==> src/rtl/thermal_guard_pkg.sv <==
package thermal_guard_pkg;
   typedef enum logic [1:0] {
      TG_RUN  = 2'd0,
      TG_JOFF = 2'd1,
      TG_LOCK = 2'd2
   } tg_state_e;
endpackage

==> src/rtl/tg_sampler.sv <==
module tg_sampler #(
   parameter int NUM_CH      = 8,
   parameter int TEMP_W      = 8,
   parameter int J_SHUT      = 170,
   parameter int J_RESET     = 150,
   parameter int C_SHUT      = 130,
   parameter int C_RESET     = 110,
   parameter bit REG_SAMPLES = 1'b1
) (
   input  logic                     clk,
   input  logic                     rst_n,
   input  logic [NUM_CH*TEMP_W-1:0] junc_temp,
   input  logic [TEMP_W-1:0]        case_temp,
   output logic [NUM_CH-1:0]        j_hot,
   output logic [NUM_CH-1:0]        j_cool,
   output logic                     c_hot,
   output logic                     c_cool
);
   localparam int VEC_W = NUM_CH * TEMP_W;
   localparam logic [TEMP_W-1:0] JS = TEMP_W'(J_SHUT);
   localparam logic [TEMP_W-1:0] JR = TEMP_W'(J_RESET);
   localparam logic [TEMP_W-1:0] CS = TEMP_W'(C_SHUT);
   localparam logic [TEMP_W-1:0] CR = TEMP_W'(C_RESET);

   logic [VEC_W-1:0]  junc_q;
   logic [TEMP_W-1:0] case_q;

   if (REG_SAMPLES) begin : g_reg
      always_ff @(posedge clk or negedge rst_n) begin
         if (!rst_n) begin
            junc_q <= '0;
            case_q <= '0;
         end else begin
            junc_q <= junc_temp;
            case_q <= case_temp;
         end
      end
   end else begin : g_pass
      assign junc_q = junc_temp;
      assign case_q = case_temp;
   end

   for (genvar i = 0; i < NUM_CH; i++) begin : g_cmp
      assign j_hot[i]  = junc_q[i*TEMP_W +: TEMP_W] > JS;
      assign j_cool[i] = junc_q[i*TEMP_W +: TEMP_W] < JR;
   end

   assign c_hot  = case_q >= CS;
   assign c_cool = case_q < CR;
endmodule

==> src/rtl/tg_channel_fsm.sv <==
module tg_channel_fsm
   import thermal_guard_pkg::*;
(
   input  logic clk,
   input  logic rst_n,
   input  logic j_hot,
   input  logic j_cool,
   input  logic c_hot,
   input  logic c_cool,
   output logic therm_off
);
   tg_state_e state_q, state_d;

   always_comb begin
      state_d = state_q;
      unique case (state_q)
         TG_RUN:  if (j_hot) state_d = c_hot ? TG_LOCK : TG_JOFF;
         TG_JOFF: begin
            if (c_hot)       state_d = TG_LOCK;
            else if (j_cool) state_d = TG_RUN;
         end
         TG_LOCK: if (j_cool && c_cool) state_d = TG_RUN;
         default: state_d = TG_RUN;
      endcase
   end

   always_ff @(posedge clk or negedge rst_n) begin
      if (!rst_n) state_q <= TG_RUN;
      else        state_q <= state_d;
   end

   assign therm_off = (state_q != TG_RUN);

   // an overheated running channel is off on the next edge
   p_trip_r2: assert property (@(posedge clk) disable iff (!rst_n)
      (state_q == TG_RUN && j_hot) |=> therm_off);
   // inside the band with a cool case the off state holds
   p_hold_r4: assert property (@(posedge clk) disable iff (!rst_n)
      (state_q == TG_JOFF && !j_cool && !c_hot) |=> (state_q == TG_JOFF));
   // locked channel stays off until both points are cleared
   p_lock_exit_r5: assert property (@(posedge clk) disable iff (!rst_n)
      (state_q == TG_LOCK && !(j_cool && c_cool)) |=> (state_q == TG_LOCK));
   // case heat alone never stops a running channel
   p_no_case_trip_r6: assert property (@(posedge clk) disable iff (!rst_n)
      (state_q == TG_RUN && !j_hot) |=> !therm_off);
endmodule

==> src/rtl/thermal_guard.sv <==
module thermal_guard #(
   parameter int NUM_CH      = 8,
   parameter int TEMP_W      = 8,
   parameter int J_SHUT      = 170,
   parameter int J_RESET     = 150,
   parameter int C_SHUT      = 130,
   parameter int C_RESET     = 110,
   parameter bit REG_SAMPLES = 1'b1
) (
   input  logic                     clk,
   input  logic                     rst_n,
   input  logic [NUM_CH-1:0]        cmd_on,
   input  logic [NUM_CH*TEMP_W-1:0] junc_temp,
   input  logic [TEMP_W-1:0]        case_temp,
   output logic [NUM_CH-1:0]        drive_out,
   output logic                     fault_n
);
   localparam int CODE_MAX = (1 << TEMP_W) - 1;

   if (NUM_CH < 1) begin : g_bad_ch
      $error("thermal_guard: NUM_CH must be at least 1");
   end
   if (J_RESET >= J_SHUT) begin : g_bad_j
      $error("thermal_guard: junction reset point must lie below shutdown point");
   end
   if (C_RESET >= C_SHUT) begin : g_bad_c
      $error("thermal_guard: case reset point must lie below shutdown point");
   end
   if (J_SHUT >= CODE_MAX || C_SHUT > CODE_MAX) begin : g_bad_w
      $error("thermal_guard: thresholds do not fit TEMP_W");
   end

   logic [NUM_CH-1:0] j_hot, j_cool, therm_off;
   logic              c_hot, c_cool;

   tg_sampler #(
      .NUM_CH(NUM_CH), .TEMP_W(TEMP_W),
      .J_SHUT(J_SHUT), .J_RESET(J_RESET),
      .C_SHUT(C_SHUT), .C_RESET(C_RESET),
      .REG_SAMPLES(REG_SAMPLES)
   ) i_sampler (
      .clk(clk), .rst_n(rst_n),
      .junc_temp(junc_temp), .case_temp(case_temp),
      .j_hot(j_hot), .j_cool(j_cool),
      .c_hot(c_hot), .c_cool(c_cool)
   );

   for (genvar i = 0; i < NUM_CH; i++) begin : g_ch
      tg_channel_fsm i_fsm (
         .clk(clk), .rst_n(rst_n),
         .j_hot(j_hot[i]), .j_cool(j_cool[i]),
         .c_hot(c_hot), .c_cool(c_cool),
         .therm_off(therm_off[i])
      );
   end

   assign drive_out = cmd_on & ~therm_off;
   assign fault_n   = ~(|j_hot);
endmodule

==> config.mk <==
export PLATFORM = sky130hd
export DESIGN_NAME = thermal_guard
export DESIGN_NICKNAME = d
export VERILOG_FILES = /design/src/rtl/thermal_guard_pkg.sv /design/src/rtl/tg_sampler.sv /design/src/rtl/tg_channel_fsm.sv /design/src/rtl/thermal_guard.sv
export SDC_FILE = /design/constraint.sdc
export NUM_CORES = 1
export LEC_CHECK = 0
export ABC_AREA = 1
export BUFFER_PORTS_ARGS = -buffer_cell sky130_fd_sc_hd__buf_4
export CAP_MARGIN = 20
export CORE_ASPECT_RATIO = 1.4
export CORE_MARGIN = 2
export CORE_UTILIZATION = 30
export DETAILED_ROUTE_END_ITERATION = 10
export SETUP_SLACK_MARGIN = 0.4
export SLEW_MARGIN = 20
export SYNTH_ARGS = -nofsm -noshare
export SYNTH_HDL_FRONTEND = slang
export SYNTH_SLANG_ARGS = --single-unit
==> constraint.sdc <==
create_clock -name clk -period 1.4 [get_ports clk]
set_input_delay 0.07 -clock clk [delete_from_list [all_inputs] [get_ports clk]]
set_output_delay 0.07 -clock clk [all_outputs]
set_load 0.1 [all_outputs]
==> summary.md, run 1 <==
| Metric | Value |
|---|---|
| Outcome | complete, but fails checks |
| Violated checks | setup timing |
| Share of layout cells above drive strength 1 | 32.0% |
| Final Max Tran Viols | 0 |
| Cell variety after synth | 18 |
| Reg2Reg Setup Slack | 0.07 ns |
| Routed Antenna Nets | 0 |
| Worst-case clock buffer depth | 2 |
| Rel. slew slack | 68.4% |
| Endpoints failing setup | 1 |
| Clock slew at reported path FFs | 0.06 ns |
| Post-synthesis sequential area ratio | 60.5% |
| GPL Wtd Cong | 0.774 |
| Pleak | 3.11 nW |
| Area growth syn-to-layout | 71.4% |
| Via Count | 3419 |
| Top delay family on crit path | simple AND/OR/NAND/NOR gates |
| Area of the core | 11800 um2 |
| Setup TNS | -0.376 ns |
| Worst Path Max Fanout | 4 |
| Post-Synth XOR/XNOR Area | 0% |
| Count of flip-flops with a built-in enable after synthesis | 0 |
| Measured slew at the worst slew-check pin | 0.474 ns |
| Max IR drop VDD | 0.808 mV |
| Initial core utilization | 30.6% |
| DR DRC count | 0 |
| Critical Path Max Stage Delay | 0.40 ns |
| Finished Layout Cells | 769 |
| Period utilisation layout | 127% |
| Vias in the first global route | 3526 |
| Total CTS buffers | 9 |
| Final nets | 699 |
| Ys flop type | dfrtp_1 |
| GRT overflow | 0 |
| TritonCTS clock tree | yes |
| PD cells | 1480 nW/um2 |
| Startpoint class of the critical path | flip-flop |
| Later-pin clock latency in the skew report | 0.34 ns |
| Async S/R FF share, synth | 100% |
| First-pass GRT wire length | 14900 um |
| Crit path arrival time | 1.71 ns |
| Post-synth top area cell | dfrtp_1 |
| GRT Total Usage | 15.0% |
| HP Class | in -> async |
| Largest family of logic cells by synthesized area | simple AND/OR/NAND/NOR gates |
| Worst setup EP type | output pin |
| Largest net degree at the start of global routing | 88 |
| Number of hold violations in the final report | 0 |
| Final Critical Period | 1.78 ns |
| Slowest cell on crit path | dfrtp_1 |
| Clock sinks | 87 |
| Mapped cell area | 3600 um2 |
| Die Span Y | 134 um |
| Syn Area/Cell | 8.72 um2 |
| Post-Syn Instances | 413 |
| Top-count cell post-synth | nand2_1 |
| Worst setup margin | -0.376 ns |
| Yosys warning total | 0 |
| Chip width | 96.6 um |
| Max frequency | 563 MHz |
| Mux contribution to synthesized area | 0% |
| RSZ-0062 raised after global routing | yes |
| Final wirelength | 9130 um |
| Boundary Pins | 91 |
| Initial drt markers | 138 |
| Syn Nets | 495 |
| Initial antenna violation count | 0 |
| Compound-Gate Fraction of Synth Area | 6.01% |
| Via/cell ratio | 4.45 |
| Number of buffers added on ports | 89 |
| Ant. Diodes | 0 |
| Clock Skew | 0.00467 ns |
| Htree depth | 3 |
| Die area | 12900 um2 |
| Post-synth top cells | 110 x nand2_1, 87 x dfrtp_1, 69 x inv_1, 57 x nor2_1, 21 x a21oi_1 |
| CP Data Required Time | 1.33 ns |
| Core Rows | 47 |
| CP Cell Sequence | inv_1 -> nand2_1 -> nor2_1 -> nand3_1 -> nand2_2 -> nand4_1 -> nor2_4 -> buf_12 |
| Synth top area share | 60.5% |
| Placed wire-length estimate | 5910 um |
| Wirelength per Cell | 11.9 um |
| First-pass iteration count of the detailed router | 5 |
| Synth area leaders | dfrtp_1 60%, nand2_1 11%, inv_1 7.2% |
| Adder-cell share of the synthesized area | 0% |
| Yosys reg bits | 87 |
| Crit Path Category | reg -> out |
| Post-Place Cells | 656 |
| Max Cap Viol | 0 |
| Root buffer cell | clkbuf_16 |
| Simple-gate share of the synthesized area | 25.6% |
| Worst Path Buf+Inv | 2 |
[final cells by class]
class,count,area (um2)
repair buffers,194,1810
multi-input cells,254,1390
repair inverters,1,11.3
well taps,147,184
inverters,70,270
clock buffers,11,243
flip-flops and latches,87,2180
fillers,1043,5590
clock inverters,5,81.3
[final timing paths]
check / startpoint / cells past startpoint / end
setup / recovery: i_sampler.junc_q[62] / 8 / fault_n
hold / removal: rst_n / 3 / i_sampler.junc_q[24]
setup reg to reg: i_sampler.case_q[2] / 7 / g_ch[5].i_fsm.state_q[1]
hold reg to reg: g_ch[2].i_fsm.state_q[1] / 3 / g_ch[2].i_fsm.state_q[1]
max in group asynchronous: rst_n / 3 / g_ch[4].i_fsm.state_q[0]
min in group clk: junc_temp[60] / 2 / i_sampler.junc_q[60]
[worst register-to-register path, cell delays in order, from the launching register on]
cell and delay [ns]:
dfrtp_1 0.39, nor2_1 0.12, nand3_1 0.13, nand2_4 0.15, buf_6 0.16, nand4_1 0.12
nand2_1 0.11, a21oi_2 0.04
[kinds of logic (layout without fill, tap and decap cells)]
family          count (synthesis)  count (layout)
simple gates                  213             213
flops                          87              87
buf+inv                        72             281
compound gates                 41              41
[state kept, by name (all words and copies together), names as in the netlist]
signal / count
i_sampler.junc_q: 64
g_ch.i_fsm.state_q: 16
i_sampler.case_q: 7
[placed cells by master, fill, tap and decap left out, types with 3 or more instances in the layout]
cell,Yosys,final
buf_4,0,102
nand2_1,110,94
dfrtp_1,87,83
dlygate4sd3_1,0,72
inv_1,69,65
nor2_1,57,46
a21oi_1,21,16
nand3_1,20,15
nand2_2,1,13
buf_12,0,11
nor2_4,0,10
nand4_1,10,10
o21ai_1,7,9
clkbuf_16,0,9
buf_6,2,9
o21ai_0,12,7
nor3b_4,0,5
nand3_2,0,5
a21oi_2,0,5
inv_2,1,4
nand2_4,0,4
dfrtp_2,0,4
nor2_2,2,3
o21ai_2,0,3
nor3_1,4,3
[what timing repair did]
action | CTS | global route
hold endpoints to repair | 158 | 0
cloned | 1 | 0
pin swaps | 21 | 20
setup endpoints to repair | 25 | 25
buffers inserted | 14 | 10
hold buffers | 72 | 0
resized for setup | 61 | 35
[per-stage QoR]
step	power, mW	utilization (%)	worst slack (ns)	instance area [um2]	hold WS, ns
global placement	5.39	39.1	-0.0856	4600	0.139
detailed placement	5.50	39.1	-0.109	4600	0.144
CTS	8.90	50.7	-0.377	5960	0.320
finish	9.13	52.5	-0.376	6170	0.284
floorplan	4.85	-	-0.0168	3690	-0.226
global route	9.63	52.5	-0.496	6170	0.354
[metal layers]
| metal | GRT usage (%) | part of all wire, % | wire [um] | vias to the layer above |
|---|---|---|---|---|
| li1 | - | - | - | 1687 |
| met1 | 15.0 | 36 | 3250 | 1624 |
| met2 | 28.1 | 57 | 5210 | 90 |
| met3 | 3.62 | 4.8 | 437 | 18 |
| met4 | 7.12 | 2.6 | 234 | 0 |
| met5 | 0 | 0 | 0 | - |
[power breakdown]
group	total [mW]	leakage, nW	internal (mW)	switching [mW]
Clock	2.57	0.156	1.61	0.955
Sequential	3.15	1.03	2.84	0.308
Combinational	3.42	1.92	1.49	1.92
(Power assumes the default switching activity.)
==> run 2: changes to the inputs <==
ABC_AREA = 0   (was 1)
==> run 2 against run 1 <==
  * The flow still finishes with violations (setup timing)
  * Register-to-register slack worse by 0.32 ns
  * Sequential share of layout area is 2.5 points higher
  * Combinational power is 49% lower
  * Die area is 12% lower
  * Hold slack worse by 0.044 ns
  * Clock skew hardly changed
  * Synthesized cell count is 46% lower
  * Critical endpoint unchanged
  * Largest cell class unchanged
==> summary.md, run 2 <==
| Metric | Value |
|---|---|
| Place WS | -0.581 ns (-0.473 ns) |
| Clock sinks | 87 (unchanged) |
| Number of buffers added on ports | 89 (unchanged) |
| Worst setup EP type | output pin |
| Commonest non-fill, non-tap cells in the layout | 122 x buf_4, 79 x dfrtp_1, 72 x dlygate4sd3_1, 14 x nand2b_1, 14 x a21oi_1 |
| Crit Path Category | reg -> out |
| Wirelength per Cell | 14.2 um (+20%) |
| Mapped cell area | 3170 um2 (-12%) |
| Final Critical Period | 2.21 ns (+0.436 ns) |
| Overall Power | 7.59 mW (-17%) |
| Vias in the first global route | 2931 (-17%) |
| Worst setup margin | -0.811 ns (-0.436 ns) |
| Boundary Pins | 91 (unchanged) |
| Placed instance area | 4400 um2 (-4.3%) |
| HP Class | in -> async |
| Period utilisation layout | 158% (+31 points) |
| Later-pin clock latency in the skew report | 0.34 ns (about the same) |
| Setup TNS | -3.71 ns (-3.34 ns) |
| Top-count cell post-synth | dfrtp_1 |
| CP Data Required Time | 1.33 ns (about the same) |
| Largest register FFs | 64 (unchanged) |
| Endpoints failing setup | 17 (+16) |
| Top reg by flops | i_sampler.junc_q |
| Biggest regs | i_sampler.junc_q x64, g_ch.i_fsm.state_q x16, i_sampler.case_q x7 |
| RSZ-0062 raised after global routing | yes |
| Syn Nets | 306 (-38%) |
| GRT overflow | 0 (unchanged) |
| Rel. slew slack | 65.6% (-2.8 points) |
| Worst-case clock buffer depth | 2 (unchanged) |
| Max IR drop VDD | 0.587 mV (-27%) |
| Worst reg2reg startpoint | i_sampler.junc_q[50] |
| CP Cell Sequence | or4bb_1 -> o31a_1 -> a22oi_2 -> and4_4 -> buf_12 |
| Async S/R FF share, synth | 100% (unchanged) |
| Max Cap Viol | 0 (unchanged) |
| PD cells | 1310 nW/um2 (-11%) |
| Post-Syn Instances | 224 (-46%) |
| Area of the core | 10300 um2 (-12%) |
| First-pass iteration count of the detailed router | 4 (-1) |
| Ant. Diodes | 0 (unchanged) |
| Via/cell ratio | 4.63 (+4.2%) |
| Htree depth | 3 (unchanged) |
| Initial antenna violation count | 0 (unchanged) |
| Ys flop type | dfrtp_1 |
| Violated checks | setup timing |
| Finished Cell Area | 5780 um2 (-6.4%) |
| Count of flip-flops with a built-in enable after synthesis | 0 (unchanged) |
| Clock Skew | 0.00422 ns (-0.000454 ns) |
| GRT Total Usage | 15.4% (+0.34 points) |
| Crit path from | i_sampler.junc_q[42] |
| First-pass GRT wire length | 13400 um (-10%) |
| Post-synthesis sequential area ratio | 68.7% (+8.3 points) |
| Initial core utilization | 30.6% (about the same) |
| Clock slew at reported path FFs | 0.06 ns (about the same) |
| Synth area leaders | dfrtp_1 69%, a21oi_1 3.5%, nand2b_1 2.8% |
| Die area | 11400 um2 (-12%) |
| Fillers | 860 (-18%) |
| Via Count | 2700 (-21%) |
| Total CTS buffers | 9 (unchanged) |
| Startpoint class of the critical path | flip-flop |
| Post-synth top area cell | dfrtp_1 |
| Final wirelength | 8290 um (-9.2%) |
| Critical Path Max Stage Delay | 0.49 ns (+0.09 ns) |
| Routed Antenna Nets | 0 (unchanged) |
| Worst Path Max Fanout | 3 (-1) |
| Root buffer cell | clkbuf_16 |
| Measured slew at the worst slew-check pin | 0.516 ns (+0.0417 ns) |
| Die Span Y | 126 um (-6.0%) |
| Number of hold violations in the final report | 0 (unchanged) |
| Pleak | 2.56 nW (-18%) |
| Initial drt markers | 38 (-72%) |
| Core Rows | 44 (-6.4%) |
| Outcome | complete, but fails checks |
| DR DRC count | 0 (unchanged) |
| Hold WS | 0.240 ns (-0.0439 ns) |
| Syn Area/Cell | 14.1 um2 (+62%) |
| Yosys warning total | 0 (unchanged) |
| Share of layout cells above drive strength 1 | 42.9% (+11 points) |
| Largest net degree at the start of global routing | 49 (-44%) |
| Yosys reg bits | 87 (unchanged) |
| Crit path arrival time | 2.14 ns (+0.43 ns) |
| Cell variety after synth | 25 (+7) |
| Area growth syn-to-layout | 82.4% |
| TritonCTS clock tree | yes |
| GPL Wtd Cong | 0.782 (+1.1%) |
| Max frequency | 452 MHz (-20%) |
| Finished Layout Cells | 583 (-24%) |
| Final nets | 522 (-25%) |
| Placed wire-length estimate | 5210 um (-12%) |
| Slowest cell on crit path | or4bb_1 |
| Most common cell after layout, fill and taps aside | buf_4 |
| Synth top area share | 68.7% (+8.3 points) |
| Post-Place Cells | 480 (-27%) |
| Final core utilization | 55.8% (+3.3 points) |
| Chip width | 90.8 um (-6.0%) |
| Final Max Tran Viols | 0 (unchanged) |
| Post-synth top cells | 87 x dfrtp_1, 22 x a21oi_1, 14 x nand2b_1, 9 x a211o_1, 9 x a21o_1 |
==> run 2: worst max-delay path, delay by kind of cell, from the launching register on <==
| kind | cells | cell delay, ns |
|---|---|---|
| compound gates | 2 | 0.50 |
| simple gates | 2 | 0.75 |
| buf+inv | 1 | 0.17 |
| flops | 1 | 0.38 |
==> run 2: kinds of logic (layout without fill, tap and decap cells) <==
kind of cell / Yosys count / count (layout) / share of synthesized area (%)
flops: 87 / 87 / 68.7
compound gates: 79 / 79 / 17.9
buf+inv: 1 / 222 / 0.356
simple gates: 57 / 57 / 13.0
==> run 2: cell type report <==
| cell class | instances | area (um2) | share of cell area [%] |
|---|---|---|---|
| clock inverter | 5 | 128 | 2.21 |
| tap | 138 | 173 | 2.99 |
| timing repair buffer | 206 | 1870 | 32.3 |
| clock buffer | 11 | 253 | 4.38 |
| sequential | 87 | 2190 | 37.9 |
| multi-input combinational | 136 | 1170 | 20.2 |
==> run 2: final timing paths <==
| check | end | slack, ns | depth (start not counted) |
|---|---|---|---|
| max | fault_n | -0.81 | 5 |
| min | i_sampler.junc_q[9] | 0.24 | 3 |
| max reg2reg | g_ch[6].i_fsm.state_q[1] | -0.25 | 5 |
| min reg2reg | g_ch[3].i_fsm.state_q[0] | 0.58 | 2 |
| max in group asynchronous | g_ch[3].i_fsm.state_q[0] | 0.89 | 3 |
| min in group clk | i_sampler.junc_q[0] | 0.37 | 2 |
==> run 2: where the power goes <==
| group | leakage, nW | total (mW) | internal, mW | switching, mW |
|---|---|---|---|---|
| combinational | 1.36 | 1.74 | 0.913 | 0.828 |
| sequential | 1.02 | 2.88 | 2.72 | 0.163 |
| clock | 0.182 | 2.97 | 2.02 | 0.947 |
==> run 2: what timing repair did <==
item,4_1_cts,5_1_grt
setup endpoints to repair,25,25
pin swaps,5,6
setup buffers,13,2
gates cloned,0,0
resized for setup,36,9
hold endpoints to repair,158,0
hold buffers,72,0
==> run 2: routing by layer <==
metal	wire length, um	vias to the layer above	share of wire (%)	global-route usage [%]
met4	318	0	3.8	9.54
met5	0	-	0	0
li1	-	1287	-	-
met3	298	23	3.6	2.95
met1	2940	1327	35	14.9
met2	4730	63	57	29.4
==> run 3: changes to the inputs <==
==> constraint.sdc (replaced) <==
create_clock -name clk -period 1.4 [get_ports clk]
set_input_delay 0.07 -clock clk [delete_from_list [all_inputs] [get_ports clk]]
set_output_delay 0.07 -clock clk [all_outputs]
set_load 0.05 [all_outputs]
==> run 3 against run 2 <==
  * The run still ends with setup timing left
  * Register-to-register slack is essentially flat
  * Global-route usage down 0.72 points
  * Clock skew rose by 0.0015 ns
  * Critical endpoint unchanged
  * Die area did not move
  * Sequential power about the same
  * Combinational power shrank 17%
  * Total power decreased by 9.2%
  * Critical path depth unchanged
  * Core utilization down 1.5 points
  * Highest routed layer unchanged
  * Critical path type unchanged
  * Largest cell class unchanged
==> summary.md, run 3 (synthesized netlist as in run 2, its figures left out) <==
| Metric | Value |
|---|---|
| Outcome | complete, but fails checks |
| Violated checks | setup timing |
| Clock sinks | 87 (unchanged) |
| CP Cell Sequence | or4bb_1 -> o31a_1 -> a22oi_1 -> and4_4 -> buf_8 |
| Overall Power | 6.90 mW (-9.2%) |
| Setup TNS | -3.90 ns (-0.184 ns) |
| Worst setup EP type | output pin |
| RSZ-0062 raised after global routing | yes |
| Top delay family on crit path | simple AND/OR/NAND/NOR gates |
| Final Max Tran Viols | 0 (unchanged) |
| Biggest regs | i_sampler.junc_q x64, g_ch.i_fsm.state_q x16, i_sampler.case_q x7 |
| Worst Path Buf+Inv | 1 (unchanged) |
| Share of layout cells above drive strength 1 | 42.2% (-0.74 points) |
| Initial drt markers | 75 (+97%) |
| Most common cell after layout, fill and taps aside | buf_4 |
| Chip width | 90.8 um (unchanged) |
| GRT overflow | 0 (unchanged) |
| Rel. slew slack | 70.1% (+4.5 points) |
| Wirelength per Cell | 13.7 um (-3.5%) |
| Slowest cell on crit path | or4bb_1 |
| Period utilisation layout | 153% (-5.0 points) |
| Commonest non-fill, non-tap cells in the layout | 118 x buf_4, 77 x dfrtp_1, 72 x dlygate4sd3_1, 15 x a21oi_1, 14 x nand2b_1 |
| Vias in the first global route | 2878 (-1.8%) |
| Area of the core | 10300 um2 (unchanged) |
| Max IR drop VDD | 0.594 mV (+1.1%) |
| Max Cap Viol | 0 (unchanged) |
| Worst setup margin | -0.742 ns (+0.0695 ns) |
| Initial core utilization | 30.6% (unchanged) |
| Number of hold violations in the final report | 0 (unchanged) |
| Die Span Y | 126 um (unchanged) |
| Highest Signal Layer | met4 |
| Measured slew at the worst slew-check pin | 0.449 ns (-0.0670 ns) |
| DR WL met2 | 4610 um (-2.6%) |
| Crit path arrival time | 2.07 ns (-0.07 ns) |
| Top reg by flops | i_sampler.junc_q |
| Clock Skew | 0.00570 ns (+0.00148 ns) |
| Worst reg2reg startpoint | i_sampler.junc_q[58] |
| Final wirelength | 7950 um (-4.1%) |
| Final core utilization | 54.3% (-1.5 points) |
| CP Data Required Time | 1.33 ns (about the same) |
| Later-pin clock latency in the skew report | 0.34 ns (about the same) |
| Pleak | 2.49 nW (-2.8%) |
| Crit Path Category | reg -> out |
| Area growth syn-to-layout | 77.6% |
| Hold WS | 0.303 ns (+0.0628 ns) |
| Endpoints failing setup | 17 (unchanged) |
| Clock slew at reported path FFs | 0.06 ns (about the same) |
| Met1 Wirelength | 2870 um (-2.7%) |
| Final Critical Period | 2.14 ns (-0.0695 ns) |
| Core Rows | 44 (unchanged) |
| PD cells | 1230 nW/um2 (-6.7%) |
| Reg-to-Reg End | g_ch[7].i_fsm.state_q[1] |
| Htree depth | 3 (unchanged) |
| GRT Total Usage | 14.6% (-0.72 points) |
| Root buffer cell | clkbuf_16 |
| Routed Antenna Nets | 0 (unchanged) |
| Via Count | 2680 (-0.74%) |
| Final nets | 518 (-0.77%) |
| GPL Wtd Cong | 0.748 (-4.3%) |
| Largest net degree at the start of global routing | 88 (+80%) |
| Placed wire-length estimate | 5070 um (-2.7%) |
| Initial antenna violation count | 0 (unchanged) |
| HP Class | in -> async |
| Startpoint class of the critical path | flip-flop |
| DR DRC count | 0 (unchanged) |
| Worst-case clock buffer depth | 2 (unchanged) |
| Number of buffers added on ports | 89 (unchanged) |
| Worst Path Max Fanout | 2 (-1) |
| Total CTS buffers | 9 (unchanged) |
| Reg2Reg Setup Slack | -0.25 ns (about the same) |
| Largest register FFs | 64 (unchanged) |
| First-pass GRT wire length | 12900 um (-3.8%) |
| First-pass iteration count of the detailed router | 4 (unchanged) |
| Worst R2R Path Depth | 5 (unchanged) |
| Ant. Diodes | 0 (unchanged) |
| Met3 routed WL | 254 um (-15%) |
| TritonCTS clock tree | yes |
| Die area | 11400 um2 (unchanged) |
| Critical Path Max Stage Delay | 0.49 ns (about the same) |
| Boundary Pins | 91 (unchanged) |
| Via/cell ratio | 4.63 (about the same) |
| Max frequency | 467 MHz (+3.2%) |
run 3: cell count changes in the layout (fill, tap and decap cells not counted), moves of 2 or more:
cell       before  now
dfrtp_1        79   77
dfrtp_2         8   10
bufinv_16       4    2
a21oi_2         9    7
buf_6           1    9
buf_4         122  118
buf_12         11    2
run 3: power by group:
group	switching (mW)	internal (mW)
clock	0.945	1.61
sequential	0.168	2.72
combinational	0.617	0.831
total	1.73	5.17
run 3: worst max path at each step:
stage / startpoint / endpoint / slack [ns] / cells past startpoint
floorplan: i_sampler.junc_q[50] / fault_n / -0.29 / 4
global placement: i_sampler.junc_q[26] / fault_n / -0.49 / 5
detailed placement: i_sampler.junc_q[26] / fault_n / -0.52 / 5
CTS: i_sampler.junc_q[50] / fault_n / -0.78 / 5
global route: i_sampler.junc_q[42] / fault_n / -0.84 / 5
finish: i_sampler.junc_q[58] / fault_n / -0.74 / 5
run 3: final cells by class:
type | count | area, um2
tap | 138 | 173
fill | 885 | 4730
sequential | 87 | 2190
timing repair buffer | 202 | 1760
multi-input combinational | 136 | 1170
clock inverter | 5 | 81.3
clock buffer | 11 | 243
run 3: per-layer routing:
metal	track usage, %	vias up
li1	-	1277
met1	14.8	1332
met2	28.0	56
met3	2.83	15
met4	7.58	0
met5	0	-
run 3: through the flow:
stage / instance area (um2) / setup slack [ns] / std cells
after floorplan: 3310 / -0.288 / 224
after global placement: 4350 / -0.491 / 475
after detailed placement: 4350 / -0.519 / 475
after CTS: 5580 / -0.778 / 577
after global routing: 5620 / -0.836 / 579
final: 5620 / -0.742 / 579
run 3: worst min-delay path, stage by stage:
cell           delay [ns]
dlygate4sd3_1        0.53
buf_4                0.11
buf_12               0.35
run 3: repair_timing:
action | in CTS | in global routing
setup endpoints to repair | 25 | 25
resized for setup | 25 | 7
gates cloned | 0 | 0
setup buffers | 14 | 2
endpoints found under the hold margin | 158 | 0
pin swaps | 10 | 1
hold buffers | 72 | 0
